### src/rtl/usb_rx_pkg.sv
package usb_rx_pkg;
  typedef logic [7:0] data_t;
  localparam int unsigned MAX_SLOTS = 2;
  localparam int unsigned QW = $clog2(MAX_SLOTS + 1);
  // release source, listed by priority
  typedef enum logic [1:0] {REL_NONE, REL_FLUSH, REL_CLR, REL_AUTO} rel_src_t;
endpackage

### src/rtl/usb_rx_mode.sv
module usb_rx_mode import usb_rx_pkg::*; #(
  parameter int unsigned DEPTH = 64,
  parameter int unsigned CW    = 7
) (
  input  logic [CW-1:0] maxp_i,
  output logic          dbl_o,
  output logic [QW-1:0] slots_o
);
  localparam logic [CW-1:0] HALF = CW'(DEPTH / 2);

  always_comb begin
    dbl_o   = (maxp_i <= HALF);
    slots_o = dbl_o ? QW'(MAX_SLOTS) : QW'(1);
  end
endmodule

### src/rtl/usb_rx_mem.sv
module usb_rx_mem import usb_rx_pkg::*; #(
  parameter int unsigned DEPTH = 64,
  localparam int unsigned AW = $clog2(DEPTH)
) (
  input  logic          clk_i,
  input  logic          we_i,
  input  logic [AW-1:0] waddr_i,
  input  data_t         wdata_i,
  input  logic [AW-1:0] raddr_i,
  output data_t         rdata_o
);
  data_t mem_q [DEPTH];

  always_ff @(posedge clk_i) begin
    if (we_i) mem_q[waddr_i] <= wdata_i;
  end

  assign rdata_o = mem_q[raddr_i];
endmodule

### src/rtl/usb_rx_lenq.sv
module usb_rx_lenq #(
  parameter int unsigned SLOTS = 2,
  parameter int unsigned LW    = 7,
  localparam int unsigned IW = (SLOTS > 1) ? $clog2(SLOTS) : 1,
  localparam int unsigned QW = $clog2(SLOTS + 1)
) (
  input  logic          clk_i,
  input  logic          rst_ni,
  input  logic          push_i,
  input  logic [LW-1:0] len_i,
  input  logic          pop_i,
  output logic [LW-1:0] head_o,
  output logic [QW-1:0] cnt_o
);
  logic [LW-1:0] ent_q [SLOTS];
  logic [IW-1:0] wi_q, ri_q;
  logic [QW-1:0] cnt_q;

  function automatic logic [IW-1:0] nxt(input logic [IW-1:0] i);
    return (i == IW'(SLOTS - 1)) ? '0 : i + IW'(1);
  endfunction

  always_ff @(posedge clk_i or negedge rst_ni) begin
    if (!rst_ni) begin
      for (int k = 0; k < SLOTS; k++) ent_q[k] <= '0;
      wi_q  <= '0;
      ri_q  <= '0;
      cnt_q <= '0;
    end else begin
      if (push_i) begin
        ent_q[wi_q] <= len_i;
        wi_q        <= nxt(wi_q);
      end
      if (pop_i) ri_q <= nxt(ri_q);
      case ({push_i, pop_i})
        2'b10:   cnt_q <= cnt_q + QW'(1);
        2'b01:   cnt_q <= cnt_q - QW'(1);
        default: cnt_q <= cnt_q;
      endcase
    end
  end

  assign head_o = (cnt_q != '0) ? ent_q[ri_q] : '0;
  assign cnt_o  = cnt_q;
endmodule

### src/rtl/usb_out_ep_rxbuf.sv
module usb_out_ep_rxbuf import usb_rx_pkg::*; #(
  parameter int unsigned DEPTH = 64,
  localparam int unsigned AW = $clog2(DEPTH),
  localparam int unsigned CW = $clog2(DEPTH + 1)
) (
  input  logic          clk_i,
  input  logic          rst_ni,
  input  logic [CW-1:0] cfg_maxp_i,
  input  logic          cfg_auto_clr_i,
  input  logic          sie_wr_i,
  input  logic [7:0]    sie_data_i,
  input  logic          sie_good_i,
  input  logic          sie_bad_i,
  output logic          sie_nak_o,
  input  logic          cpu_rd_i,
  output logic [7:0]    cpu_data_o,
  input  logic          csr_clr_rdy_i,
  input  logic          csr_flush_i,
  output logic          pkt_rdy_o,
  output logic [CW-1:0] pkt_len_o,
  output logic          dbl_buf_o
);
  logic          dbl;
  logic [QW-1:0] slots, q_cnt;
  logic [CW-1:0] head_len;
  logic [AW-1:0] rx_base_q, rd_base_q;
  logic [CW-1:0] rx_len_q, rd_cnt_q;
  logic          rx_drop_q;
  logic          full, have, wr_ok, good_ok, rd_ok, auto_hit, rel;
  rel_src_t      rel_src;
  data_t         rdata;

  usb_rx_mode #(.DEPTH(DEPTH), .CW(CW)) u_mode (
    .maxp_i (cfg_maxp_i),
    .dbl_o  (dbl),
    .slots_o(slots)
  );

  always_comb begin
    full     = (q_cnt >= slots);
    have     = (q_cnt != '0);
    wr_ok    = sie_wr_i && !sie_good_i && !sie_bad_i && !full && !rx_drop_q
               && (rx_len_q < cfg_maxp_i) && (rx_len_q < CW'(DEPTH));
    good_ok  = sie_good_i && !sie_bad_i && !full && !rx_drop_q;
    rd_ok    = cpu_rd_i && have && (rd_cnt_q < head_len);
    auto_hit = cfg_auto_clr_i && rd_ok && ((rd_cnt_q + CW'(1)) == cfg_maxp_i);
  end

  // flush over clear over auto-clear; all gated by a stored packet
  always_comb begin
    rel_src = REL_NONE;
    if (have) begin
      if (csr_flush_i)        rel_src = REL_FLUSH;
      else if (csr_clr_rdy_i) rel_src = REL_CLR;
      else if (auto_hit)      rel_src = REL_AUTO;
    end
    rel = (rel_src != REL_NONE);
  end

  usb_rx_lenq #(.SLOTS(MAX_SLOTS), .LW(CW)) u_lenq (
    .clk_i (clk_i),
    .rst_ni(rst_ni),
    .push_i(good_ok),
    .len_i (rx_len_q),
    .pop_i (rel),
    .head_o(head_len),
    .cnt_o (q_cnt)
  );

  usb_rx_mem #(.DEPTH(DEPTH)) u_mem (
    .clk_i  (clk_i),
    .we_i   (wr_ok),
    .waddr_i(rx_base_q + rx_len_q[AW-1:0]),
    .wdata_i(sie_data_i),
    .raddr_i(rd_base_q + rd_cnt_q[AW-1:0]),
    .rdata_o(rdata)
  );

  // receive side: rx_base_q is the committed write point, rx_len_q the open packet
  always_ff @(posedge clk_i or negedge rst_ni) begin
    if (!rst_ni) begin
      rx_base_q <= '0;
      rx_len_q  <= '0;
      rx_drop_q <= 1'b0;
    end else if (sie_good_i || sie_bad_i) begin
      rx_len_q  <= '0;
      rx_drop_q <= 1'b0;
      if (good_ok) rx_base_q <= rx_base_q + rx_len_q[AW-1:0];
    end else begin
      if (sie_wr_i && full) rx_drop_q <= 1'b1;
      if (wr_ok) rx_len_q <= rx_len_q + CW'(1);
    end
  end

  // read side: release skips whatever of the head packet is unread
  always_ff @(posedge clk_i or negedge rst_ni) begin
    if (!rst_ni) begin
      rd_base_q <= '0;
      rd_cnt_q  <= '0;
    end else if (rel) begin
      rd_base_q <= rd_base_q + head_len[AW-1:0];
      rd_cnt_q  <= '0;
    end else if (rd_ok) begin
      rd_cnt_q <= rd_cnt_q + CW'(1);
    end
  end

  assign sie_nak_o  = full;
  assign pkt_rdy_o  = have;
  assign pkt_len_o  = head_len;
  assign cpu_data_o = have ? rdata : 8'h00;
  assign dbl_buf_o  = dbl;
endmodule

### config.mk
export PLATFORM = sky130hd
export DESIGN_NAME = usb_out_ep_rxbuf
export DESIGN_NICKNAME = d
export VERILOG_FILES = /design/src/rtl/usb_rx_pkg.sv /design/src/rtl/usb_rx_mode.sv /design/src/rtl/usb_rx_mem.sv /design/src/rtl/usb_rx_lenq.sv /design/src/rtl/usb_out_ep_rxbuf.sv
export SDC_FILE = /design/constraint.sdc
export NUM_CORES = 1
export LEC_CHECK = 0
export ABC_CLOCK_PERIOD_IN_PS = 4100
export BUFFER_PORTS_ARGS = -buffer_cell sky130_fd_sc_hd__buf_2
export CORE_UTILIZATION = 50
export DETAILED_ROUTE_END_ITERATION = 10
export GPL_TIMING_DRIVEN = 0
export HOLD_SLACK_MARGIN = 0.15
export PLACE_DENSITY = 0.72
export SLEW_MARGIN = 20
export SYNTH_ARGS = -nofsm -noshare
export SYNTH_HDL_FRONTEND = slang
export SYNTH_SLANG_ARGS = --single-unit
### constraint.sdc
create_clock -name clk_i -period 4.1 [get_ports clk_i]
set_clock_uncertainty 0.2 [all_clocks]
set_input_delay 1.025 -clock clk_i [delete_from_list [all_inputs] [get_ports clk_i]]
set_output_delay 1.025 -clock clk_i [all_outputs]
set_load 0.01 [all_outputs]
==> results_dict.tcl, run 1 <==
set metrics [dict create \
    status "complete, but fails checks" \
    failed_checks "negative setup slack" \
    p_clk_share_pct 30.5 \
    critPathLaunchType "flip-flop" \
    rrSetupSlack_ps 160 \
    setup_ws_ps -914 \
    start_util_pct 51.0 \
    antenna_cells 0 \
    grt_pass1_vias 12368 \
    synthArstFlopShare_pct 8.08 \
    seq_area_frac_synth_pct 71.0 \
    synth_area_sq_um 23200 \
    fin_area_sq_um 27500 \
    cts_tree "done" \
    ys_types 61 \
    place_inst 1892 \
    viasPerCell 6.15 \
    cts_sinks 557 \
    htreeDepth 2 \
    peakVddDrop_v 0.000386 \
    clk_latency_ps 600 \
    syn-num-nets 1309 \
    slew_viol_final 0 \
    period_minus_slack_ps 5010 \
    hold_viol 0 \
    cp.arrival_ps 3790 \
    wl_per_cell_microns 26.1 \
    clock-root-buffer "clkbuf_16" \
    p_leak_nw 9.12 \
    drt_iter0_drc 1338 \
    ioPinCount 42 \
    core_sq_um 45600 \
    cap_violations 0 \
    wl_microns 52600 \
    antenna_found_initial 0 \
    drive_above_1_share_pct 36.1 \
    synth_edf_count 512 \
    clk_path_buf_depth 3 \
    vias 12374 \
    dp_hpwl_microns 33400 \
    cts_inserted_buffers 55 \
    io_buffer_count 41 \
    hp-class "input pin to async pin" \
    seqPwrFrac_pct 38.5 \
    r2r_start "rx_len_q[0]" \
    tightest_slew_ps 1130 \
    die_x_microns 218 \
    drc 0 \
    slowest_stage "fa_2" \
    p_switching_mw 4.83 \
    synth_area_per_cell_sq_um 18.6 \
    power.density_nw_per_um2 598 \
    die-area_sq_um 47300 \
    place.gp.congestion 1.09 \
    cpPeakStageDelay_ps 660 \
    synth_seq_cells 557 \
    std_cell_rows 78 \
    grt_pass1_wl_microns 78900 \
    crit_chain "ha_4, fa_2, buf_12, buf_16, mux4_2, mux4_2, mux2_4, a2111o_1, buf_2" \
    grt_max_degree 65 \
    rr_worst_depth 8 \
    fmax_mhz 199 \
    synthFlopType "edfxtp_1" \
    grt_overflow 0 \
    rsz0062_at_grt "true" \
    placed_cell_area_sq_um 24500 \
    p_sw_share_pct 29.4 \
    die_y_microns 218 \
    ctsHoldBuffers 0 \
    cp.required_ps 2870 \
    critPathKind "flip-flop to output pin" \
    ys_warn_count 0 \
    ant_nets 0 \
    maxSlewHeadroom_pct 24.6 \
    total_power_mw 16.5 \
    setup_viol 8 \
    grt_usage_pct 22.8 \
    dr.pass1.iters 5 \
    fin_crit_sh_pct 122 \
    path_common_cell "mux4_2" \
    layout_common_cells "512 x edfxtp_1, 130 x mux4_2, 58 x clkbuf_16" \
    area_growth_pct 18.5 \
    final_common_cell "edfxtp_1" \
    nets 1427 \
    cts.clk_slew.worst_paths_ps 60 \
    finalNonFillerCells 2011 \
    end_kind "output pin" \
    r2r-end "u_mem.mem_q[63][6]" \
    holdWs_ps 228 \
    power_frac_comb_pct 31.0 \
    cp_max_fo 5 \
    intPower_mw 11.6 \
    syn-instance-count 1250 \
    place_ws_ps -1290 \
]
==> timing repair <==
item | CTS | global route
gates resized for setup | 169 | 76
pin swaps | 9 | 13
gates cloned | 1 | 0
setup buffers | 7 | 12
endpoints found under the setup margin | 264 | 375
==> cells by family (layout without fill, tap and decap cells) <==
family,after synthesis,in the layout,synth area share [%]
XOR/XNOR,32,32,1.21
AO/OA/AOI/OAI,130,130,3.87
multiplexers,208,208,16.2
buffers and inverters,75,236,1.39
AND/OR/NAND/NOR,213,213,4.31
adder cells (fa/ha/maj),35,35,1.98
flip-flops,557,557,71.0
==> flip-flops by register name (all words and copies together), names as in the netlist <==
| register | cells |
|---|---|
| u_mem.mem_q | 512 |
| u_lenq.ent_q | 14 |
| rd_cnt_q | 7 |
| rx_len_q | 7 |
| rd_base_q | 6 |
| rx_base_q | 6 |
| u_lenq.cnt_o | 2 |
| rx_drop_q | 1 |
| u_lenq.ri_q | 1 |
| u_lenq.wi_q | 1 |
==> stage by stage <==
step | TNS, ps | util, %
after CTS | -9360 | 59.5
after global routing | -8100 | 60.4
after global placement | -396400 | 53.8
after floorplan | 0 | -
after detailed placement | -435250 | 53.8
final | -6710 | 60.4
==> cell usage after synthesis (all sizes together), types with 3 or more instances <==
library cell	count	area, sq um
mux4	130	2930
o21bai	3	22.5
a211oi	20	155
edfxtp	512	15400
or4	3	22.5
buf	33	166
ha	32	400
nand3	25	125
nor2	105	397
a221oi	10	93.8
nor4	3	25.0
o21ai	23	115
o2111ai	3	26.3
dfrtp	45	1130
inv	24	90.1
nand2b	4	25.0
o221ai	7	61.3
or2	3	18.8
mux2	49	552
nand2	27	101
fa	3	60.1
nand3b	5	37.5
a21oi	35	175
xnor2	17	149
mux2i	29	290
and3	4	25.0
a21o	8	60.1
nand4	5	31.3
or3	6	37.5
nor3	6	30.0
nor2b	9	56.3
xor2	15	131
clkbuf	18	67.6
a2111oi	8	70.1
==> power groups by stage <==
stage / registers, mW / logic [mW] / clock network (mW)
global route: 6.35 / 5.37 / 5.28
global placement: 6.46 / 4.11 / 0
CTS: 6.34 / 4.79 / 5.07
detailed placement: 6.46 / 4.17 / 0
finish: 6.34 / 5.10 / 5.01
floorplan: 6.44 / 2.88 / 0
==> how the worst max path moves through the flow <==
stage                   from            endpoint  slack (ps)  cells after the start
6_report         rd_cnt_q[0]       cpu_data_o[6]        -910                      9
3_5_place_dp     rd_cnt_q[0]       cpu_data_o[3]       -1290                     11
2_1_floorplan  cfg_maxp_i[1]  u_mem.mem_q[34][0]         0.5                     11
5_1_grt         rd_base_q[1]       cpu_data_o[6]       -1010                      8
3_3_place_gp     rd_cnt_q[0]       cpu_data_o[3]       -1250                     11
4_1_cts          rd_cnt_q[0]       cpu_data_o[6]        -960                      9
==> layer usage <==
metal	part of all wire [%]	GRT usage, %
met2	47	35.2
met1	43	33.3
met4	3.0	7.28
met3	7.5	3.74
met5	0	0
==> critical path, delay by kind of cell (launching register included) <==
| kind | cells | cell delay (ps) |
|---|---|---|
| compound gates | 1 | 420 |
| fa+ha+maj | 2 | 830 |
| buf+inv | 3 | 430 |
| flops | 1 | 420 |
| mux | 3 | 1080 |
==> cell type report <==
cell class,instances,area (sq um)
Sequential cell,557,16500
Clock buffer,67,1460
Multi-Input combinational cell,618,7480
Clock inverter,33,323
Timing Repair Buffer,62,438
Inverter,24,90.1
Fill cell,3125,18000
Tap cell,600,751
Buffer,50,484
No activity file was read; power rests on OpenSTA's default activity.
==> run 2: changes to the inputs <==
--- a/config.mk
+++ b/config.mk
@@ -7,11 +7,12 @@
 export LEC_CHECK = 0
 export ABC_CLOCK_PERIOD_IN_PS = 4100
 export BUFFER_PORTS_ARGS = -buffer_cell sky130_fd_sc_hd__buf_2
-export CORE_UTILIZATION = 50
+export CORE_UTILIZATION = 40
+export CTS_BUF_LIST = sky130_fd_sc_hd__clkbuf_4
 export DETAILED_ROUTE_END_ITERATION = 10
 export GPL_TIMING_DRIVEN = 0
 export HOLD_SLACK_MARGIN = 0.15
-export PLACE_DENSITY = 0.72
+export PLACE_DENSITY = 0.61
 export SLEW_MARGIN = 20
 export SYNTH_ARGS = -nofsm -noshare
 export SYNTH_HDL_FRONTEND = slang
==> constraint.sdc (replaced) <==
create_clock -name clk_i -period 4.1 [get_ports clk_i]
set_clock_uncertainty 0.2 [all_clocks]
set_input_delay 0.205 -clock clk_i [delete_from_list [all_inputs] [get_ports clk_i]]
set_output_delay 0.205 -clock clk_i [all_outputs]
set_load 0.01 [all_outputs]
==> run 2 against run 1 <==
  * Highest routed layer unchanged
  * Critical path type unchanged
  * Non-clock buffer count up 44
  * Die area up 25%
  * Wire length up 9.7%
  * Sequential share of layout area down 1.0 points
  * Clock power down 4%
  * The run still ends with negative setup slack left
==> results_dict.tcl, run 2 (synthesis results as in run 1) <==
set metrics [dict create \
    startpoint "rd_cnt_q[0]" \
    htreeDepth 4 \
    std_cell_rows 87 \
    wl_microns 57700 \
    hold_viol 0 \
    crit_end "cpu_data_o[6]" \
    start_util_pct 40.8 \
    cts_inserted_buffers 146 \
    fill_cells 4664 \
    critPathLaunchType "flip-flop" \
    largest_reg_flops 512 \
    fmax_mhz 225 \
    die_x_microns 243 \
    grt_pass1_vias 13569 \
    place_ws_ps -1140 \
    cp.depth 8 \
    cp_num_buf_inv 2 \
    maxSlewHeadroom_pct 39.5 \
    critPathKind "flip-flop to output pin" \
    dp_hpwl_microns 34700 \
    setup_viol 12 \
    vias 13040 \
    clock-root-buffer "clkbuf_4" \
    area_growth_pct 20.5 \
    clk_latency_ps 910 \
    cts.clk_slew.worst_paths_ps 70 \
    hp-class "input pin to flip-flop" \
    nets 1562 \
    power_frac_comb_pct 31.2 \
    rrSetupSlack_ps -300 \
    grt_usage_pct 20.0 \
    ant_nets 0 \
    tightest_slew_ps 906 \
    end_kind "output pin" \
    antenna_found_initial 2 \
    intPower_mw 11.3 \
    cp.required_ps 3690 \
    dr.pass1.iters 6 \
    p_leak_nw 9.50 \
    slowest_stage "fa_2" \
    drc 0 \
    cts_sinks 557 \
    die_y_microns 243 \
    grt_pass1_wl_microns 85500 \
    slew_viol_final 0 \
    peakVddDrop_v 0.000343 \
    drt_iter0_drc 1081 \
    viasPerCell 5.53 \
    period_minus_slack_ps 4450 \
    rsz0062_at_grt "true" \
    status "complete, but fails checks" \
    setup_tns_ps -2830 \
    layout_common_cells "512 x edfxtp_1, 229 x clkbuf_4, 130 x mux4_2" \
    failed_checks "negative setup slack" \
    die-area_sq_um 59100 \
    final_util_pct 49.2 \
    ioPinCount 42 \
    cp_max_fo 10 \
    cap_violations 0 \
    p_sw_share_pct 30.4 \
    io_buffer_count 41 \
    place.gp.congestion 0.874 \
    grt_max_degree 65 \
    holdWs_ps 221 \
    rr_worst_depth 12 \
    cpPeakStageDelay_ps 570 \
    path_common_cell "mux4_2" \
    max_flop_register "u_mem.mem_q" \
    fin_crit_sh_pct 108 \
    cts_tree "done" \
    crit_chain "ha_4, fa_2, buf_12, mux4_2, mux4_2, mux2_4, a2111o_1, buf_2" \
    path_delay_family "multiplexers" \
    drive_above_1_share_pct 40.7 \
    p_switching_mw 4.92 \
    grt_overflow 0 \
    top_regs "u_mem.mem_q: 512 flops, u_lenq.ent_q: 14 flops" \
    final_common_cell "edfxtp_1" \
    p_clk_share_pct 29.7 \
    cp.arrival_ps 4040 \
    r2r-end "rd_cnt_q[1]" \
    power.density_nw_per_um2 579 \
    core_sq_um 56900 \
    clk_path_buf_depth 3 \
    seqPwrFrac_pct 39.1 \
    setup_ws_ps -348 \
    wl_per_cell_microns 24.4 \
    r2r_start "rd_cnt_q[0]" \
]
-- run 2: power groups by stage --
stage,clock (mW),sequential [mW],combinational [mW]
global placement,0,6.46,4.14
detailed placement,0,6.46,4.19
finish,4.82,6.34,5.05
CTS,4.95,6.34,4.82
floorplan,0,6.44,2.81
global route,5.22,6.35,5.31
-- run 2: worst min-delay path by stage --
stage                              from  cells after the start                  to
final                     sie_data_i[0]                      2  u_mem.mem_q[27][0]
after global routing      sie_data_i[6]                      2  u_mem.mem_q[45][6]
after CTS                 cfg_maxp_i[0]                      9        rx_base_q[2]
after detailed placement         rst_ni                      1           rx_drop_q
after global placement           rst_ni                      1           rx_drop_q
after floorplan                  rst_ni                      0        rd_base_q[0]
-- run 2: final cells by class --
type                    instances  area (sq um)  area share (%)
plain buffers                  50           527            1.88
clock buffers                 227          1700            6.08
diodes                          1          2.50         0.00893
repair buffers                106           901            3.22
well taps                     756           946            3.38
clock inverters                21           146           0.523
multi-input cells             618          7190            25.7
flip-flops and latches        557         16500            58.9
inverters                      24          90.1           0.322
-- run 2: per-stage QoR --
stage | cells | cell area (sq um) | power (mW)
2_1_floorplan | 1250 | 23200 | 9.25
3_3_place_gp | 2047 | 24400 | 10.6
3_5_place_dp | 2047 | 24400 | 10.6
4_1_cts | 2351 | 27600 | 16.1
5_1_grt | 2360 | 28000 | 16.9
6_report | 2360 | 28000 | 16.2
-- run 2: metal layers --
layer	track usage (%)	part of all wire (%)
met1	27.1	42
met2	30.6	48
met3	5.38	7.5
met4	7.97	2.5
met5	0	0
-- run 2: timing repair --
item                                   CTS  global route
gates resized for setup                208            79
setup buffers                            5             8
setup endpoints to repair              487           196
endpoints found under the hold margin  755            13
pin swaps                               14             7
hold buffers                            51             4
==> run 3: changes to the inputs <==
--- a/config.mk
+++ b/config.mk
@@ -5,6 +5,7 @@
 export SDC_FILE = /design/constraint.sdc
 export NUM_CORES = 1
 export LEC_CHECK = 0
+export ABC_AREA = 1
 export ABC_CLOCK_PERIOD_IN_PS = 4100
 export BUFFER_PORTS_ARGS = -buffer_cell sky130_fd_sc_hd__buf_2
 export CORE_UTILIZATION = 40
@@ -16,4 +17,5 @@
 export SLEW_MARGIN = 20
 export SYNTH_ARGS = -nofsm -noshare
 export SYNTH_HDL_FRONTEND = slang
+export SYNTH_HIERARCHICAL = 1
 export SYNTH_SLANG_ARGS = --single-unit
==> run 3 against run 2 <==
  * The flow still finishes with violations (negative setup slack)
  * Cell count is 44% higher
  * Area after synthesis is 5.4% higher
  * Setup slack better by 320 ps
  * Flip-flop and latch count unchanged
  * Clock-buffer cell count fell by 20
  * Register-to-register slack better by 270 ps
  * Non-clock buffer count rose by 105
==> results_dict.tcl, run 3 <==
set metrics [dict create \
    cpPeakStageDelay_ps 920 \
    start_util_pct 40.5 \
    die_y_microns 249 \
    p_leak_nw 11.4 \
    nets 2573 \
    synth_seq_cells 557 \
    synth_area_per_cell_sq_um 11.0 \
    dr.pass1.iters 8 \
    cp_max_fo 8 \
    synthArstFlopShare_pct 8.08 \
    yosysMostFrequentCell "nand2_1" \
    place_ws_ps -302 \
    synth_edf_count 512 \
    grt_pass1_vias 17867 \
    ant_nets 0 \
    clk_path_buf_depth 3 \
    io_buffer_count 41 \
    clk_latency_ps 970 \
    failed_checks "negative setup slack" \
    holdWs_ps 219 \
    cap_violations 0 \
    fin_area_sq_um 30000 \
    seq_area_frac_synth_pct 67.4 \
    synth_top_cell_by_area "edfxtp_1" \
    vias 18425 \
    area_growth_pct 22.4 \
    ys_top_cells_by_area "edfxtp_1 63%, nand2_1 11%, nand3_1 9.5%" \
    peakVddDrop_v 0.000357 \
    place_inst 3056 \
    die-area_sq_um 62200 \
    final_util_pct 49.6 \
    synth_common_cells "750 x nand2_1, 512 x edfxtp_1, 466 x nand3_1, 90 x nor2_1, 79 x inv_1" \
    fin_crit_sh_pct 101 \
    grt_usage_pct 23.5 \
    total_power_mw 18.8 \
    die_x_microns 249 \
    crit_chain "ha_1, inv_1, fa_1, o21ai_0, xor2_1, nand3_1, nor2_1" \
    syn-num-nets 2284 \
    path_delay_family "simple AND/OR/NAND/NOR gates" \
    ys_warn_count 6 \
    yosysTopAreaCellShare_pct 62.8 \
    rsz0062_at_grt "true" \
    grt_max_degree 65 \
    setup_tns_ps -188 \
    clock-root-buffer "clkbuf_4" \
    wl_microns 73400 \
    finalNonFillerCells 3406 \
    maxSlewHeadroom_pct 37.2 \
    cp_num_buf_inv 1 \
    hold_viol 0 \
    viasPerCell 5.41 \
    hp-class "input pin to flip-flop" \
    drive_above_1_share_pct 25.3 \
    end_kind "flip-flop" \
    ys_types 38 \
    ioPinCount 42 \
    status "complete, but fails checks" \
    largest_reg_flops 512 \
    wl_per_cell_microns 21.5 \
    critPathLaunchType "flip-flop" \
    slowest_stage "nor2_1" \
    cts_tree "done" \
    slew_viol_final 0 \
    htreeDepth 4 \
    cts_sinks 557 \
    layout_common_cells "723 x nand2_1, 512 x edfxtp_1, 376 x nand3_1" \
    placed_cell_area_sq_um 25800 \
    grt_pass1_wl_microns 108000 \
    period_minus_slack_ps 4130 \
    synthFlopType "edfxtp_1" \
    max_flop_register "u_mem/mem_q" \
    cp.required_ps 4480 \
    grt_overflow 0 \
    synth_area_sq_um 24500 \
    cts_inserted_buffers 145 \
    setup_viol 8 \
    drt_iter0_drc 1895 \
    place.gp.congestion 0.959 \
    std_cell_rows 90 \
    power.density_nw_per_um2 628 \
    cp.arrival_ps 4510 \
    cts.clk_slew.worst_paths_ps 70 \
    core_sq_um 60500 \
    final_common_cell "nand2_1" \
    antenna_found_initial 2 \
    drc 0 \
    dp_hpwl_microns 46800 \
    critPathKind "flip-flop to flip-flop" \
    fmax_mhz 242 \
    syn-instance-count 2225 \
    top_regs "u_mem/mem_q: 512 flops, u_lenq/ent_q: 14 flops" \
    setup_ws_ps -31.6 \
    tightest_slew_ps 938 \
]
[run 3: kinds of logic (layout without fill, tap and decap cells)]
group	count (synthesis)	in the layout	share of synthesized area (%)
fa+ha+maj	35	35	1.88
simple gates	1343	1343	23.5
flops	557	557	67.4
other cells	0	5	0
xor+xnor	24	24	0.858
mux	4	4	0.184
buf+inv	204	598	4.88
compound gates	58	58	1.37
[run 3: power by group]
part	switching, mW	internal (mW)	leakage, nW
combinational	4.80	2.57	5.07
clock	2.28	2.83	1.14
sequential	0.0712	6.28	5.21
total	7.15	11.7	11.4
[run 3: final timing paths]
kind | slack (ps) | to | start | cells after the start
setup / recovery | -30 | u_mem/mem_q[16][3] | rx_len_q[0] | 7
hold / removal | 220 | u_mem/mem_q[13][1] | sie_data_i[1] | 2
setup reg to reg | -30 | u_mem/mem_q[16][3] | rx_len_q[0] | 7
hold reg to reg | 280 | u_lenq/ent_q[13] | u_lenq/ent_q[13] | 2
max in group asynchronous | 2810 | rd_cnt_q[1] | rst_ni | 5
min in group asynchronous | 630 | rx_len_q[3] | rst_ni | 5
[run 3: layer usage]
layer | track usage [%] | vias to the layer above | routed length [microns]
met1 | 30.5 | 8984 | 29900
met2 | 37.2 | 886 | 34400
met3 | 5.90 | 154 | 6530
li1 | - | 8401 | -
met4 | 10.5 | 0 | 2540
met5 | 0 | - | 0
[run 3: worst reg2reg max path, delay by kind of cell, from the launching register on]
kind	cells	cell delay (ps)
compound gates	1	230
simple gates	2	1550
flops	1	460
buf+inv	1	50
fa+ha+maj	2	610
xor+xnor	1	620
[run 3: repair_timing]
| action | in CTS | in global routing |
|---|---|---|
| gates resized for setup | 135 | 227 |
| cloned | 0 | 2 |
| setup buffers | 7 | 21 |
| setup endpoints to repair | 221 | 480 |
| hold buffers | 63 | 0 |
| endpoints found under the hold margin | 602 | 0 |
| pin swaps | 6 | 50 |
[run 3: cell type report]
| cell class | instances | area [sq um] |
|---|---|---|
| fillers | 5340 | 30500 |
| flip-flops and latches | 557 | 16500 |
| multi-input cells | 1464 | 7690 |
| clock buffers | 207 | 1550 |
| plain buffers | 119 | 1270 |
| repair buffers | 142 | 1220 |
| well taps | 782 | 978 |
| clock inverters | 45 | 407 |
| inverters | 85 | 347 |
| diodes | 5 | 12.5 |
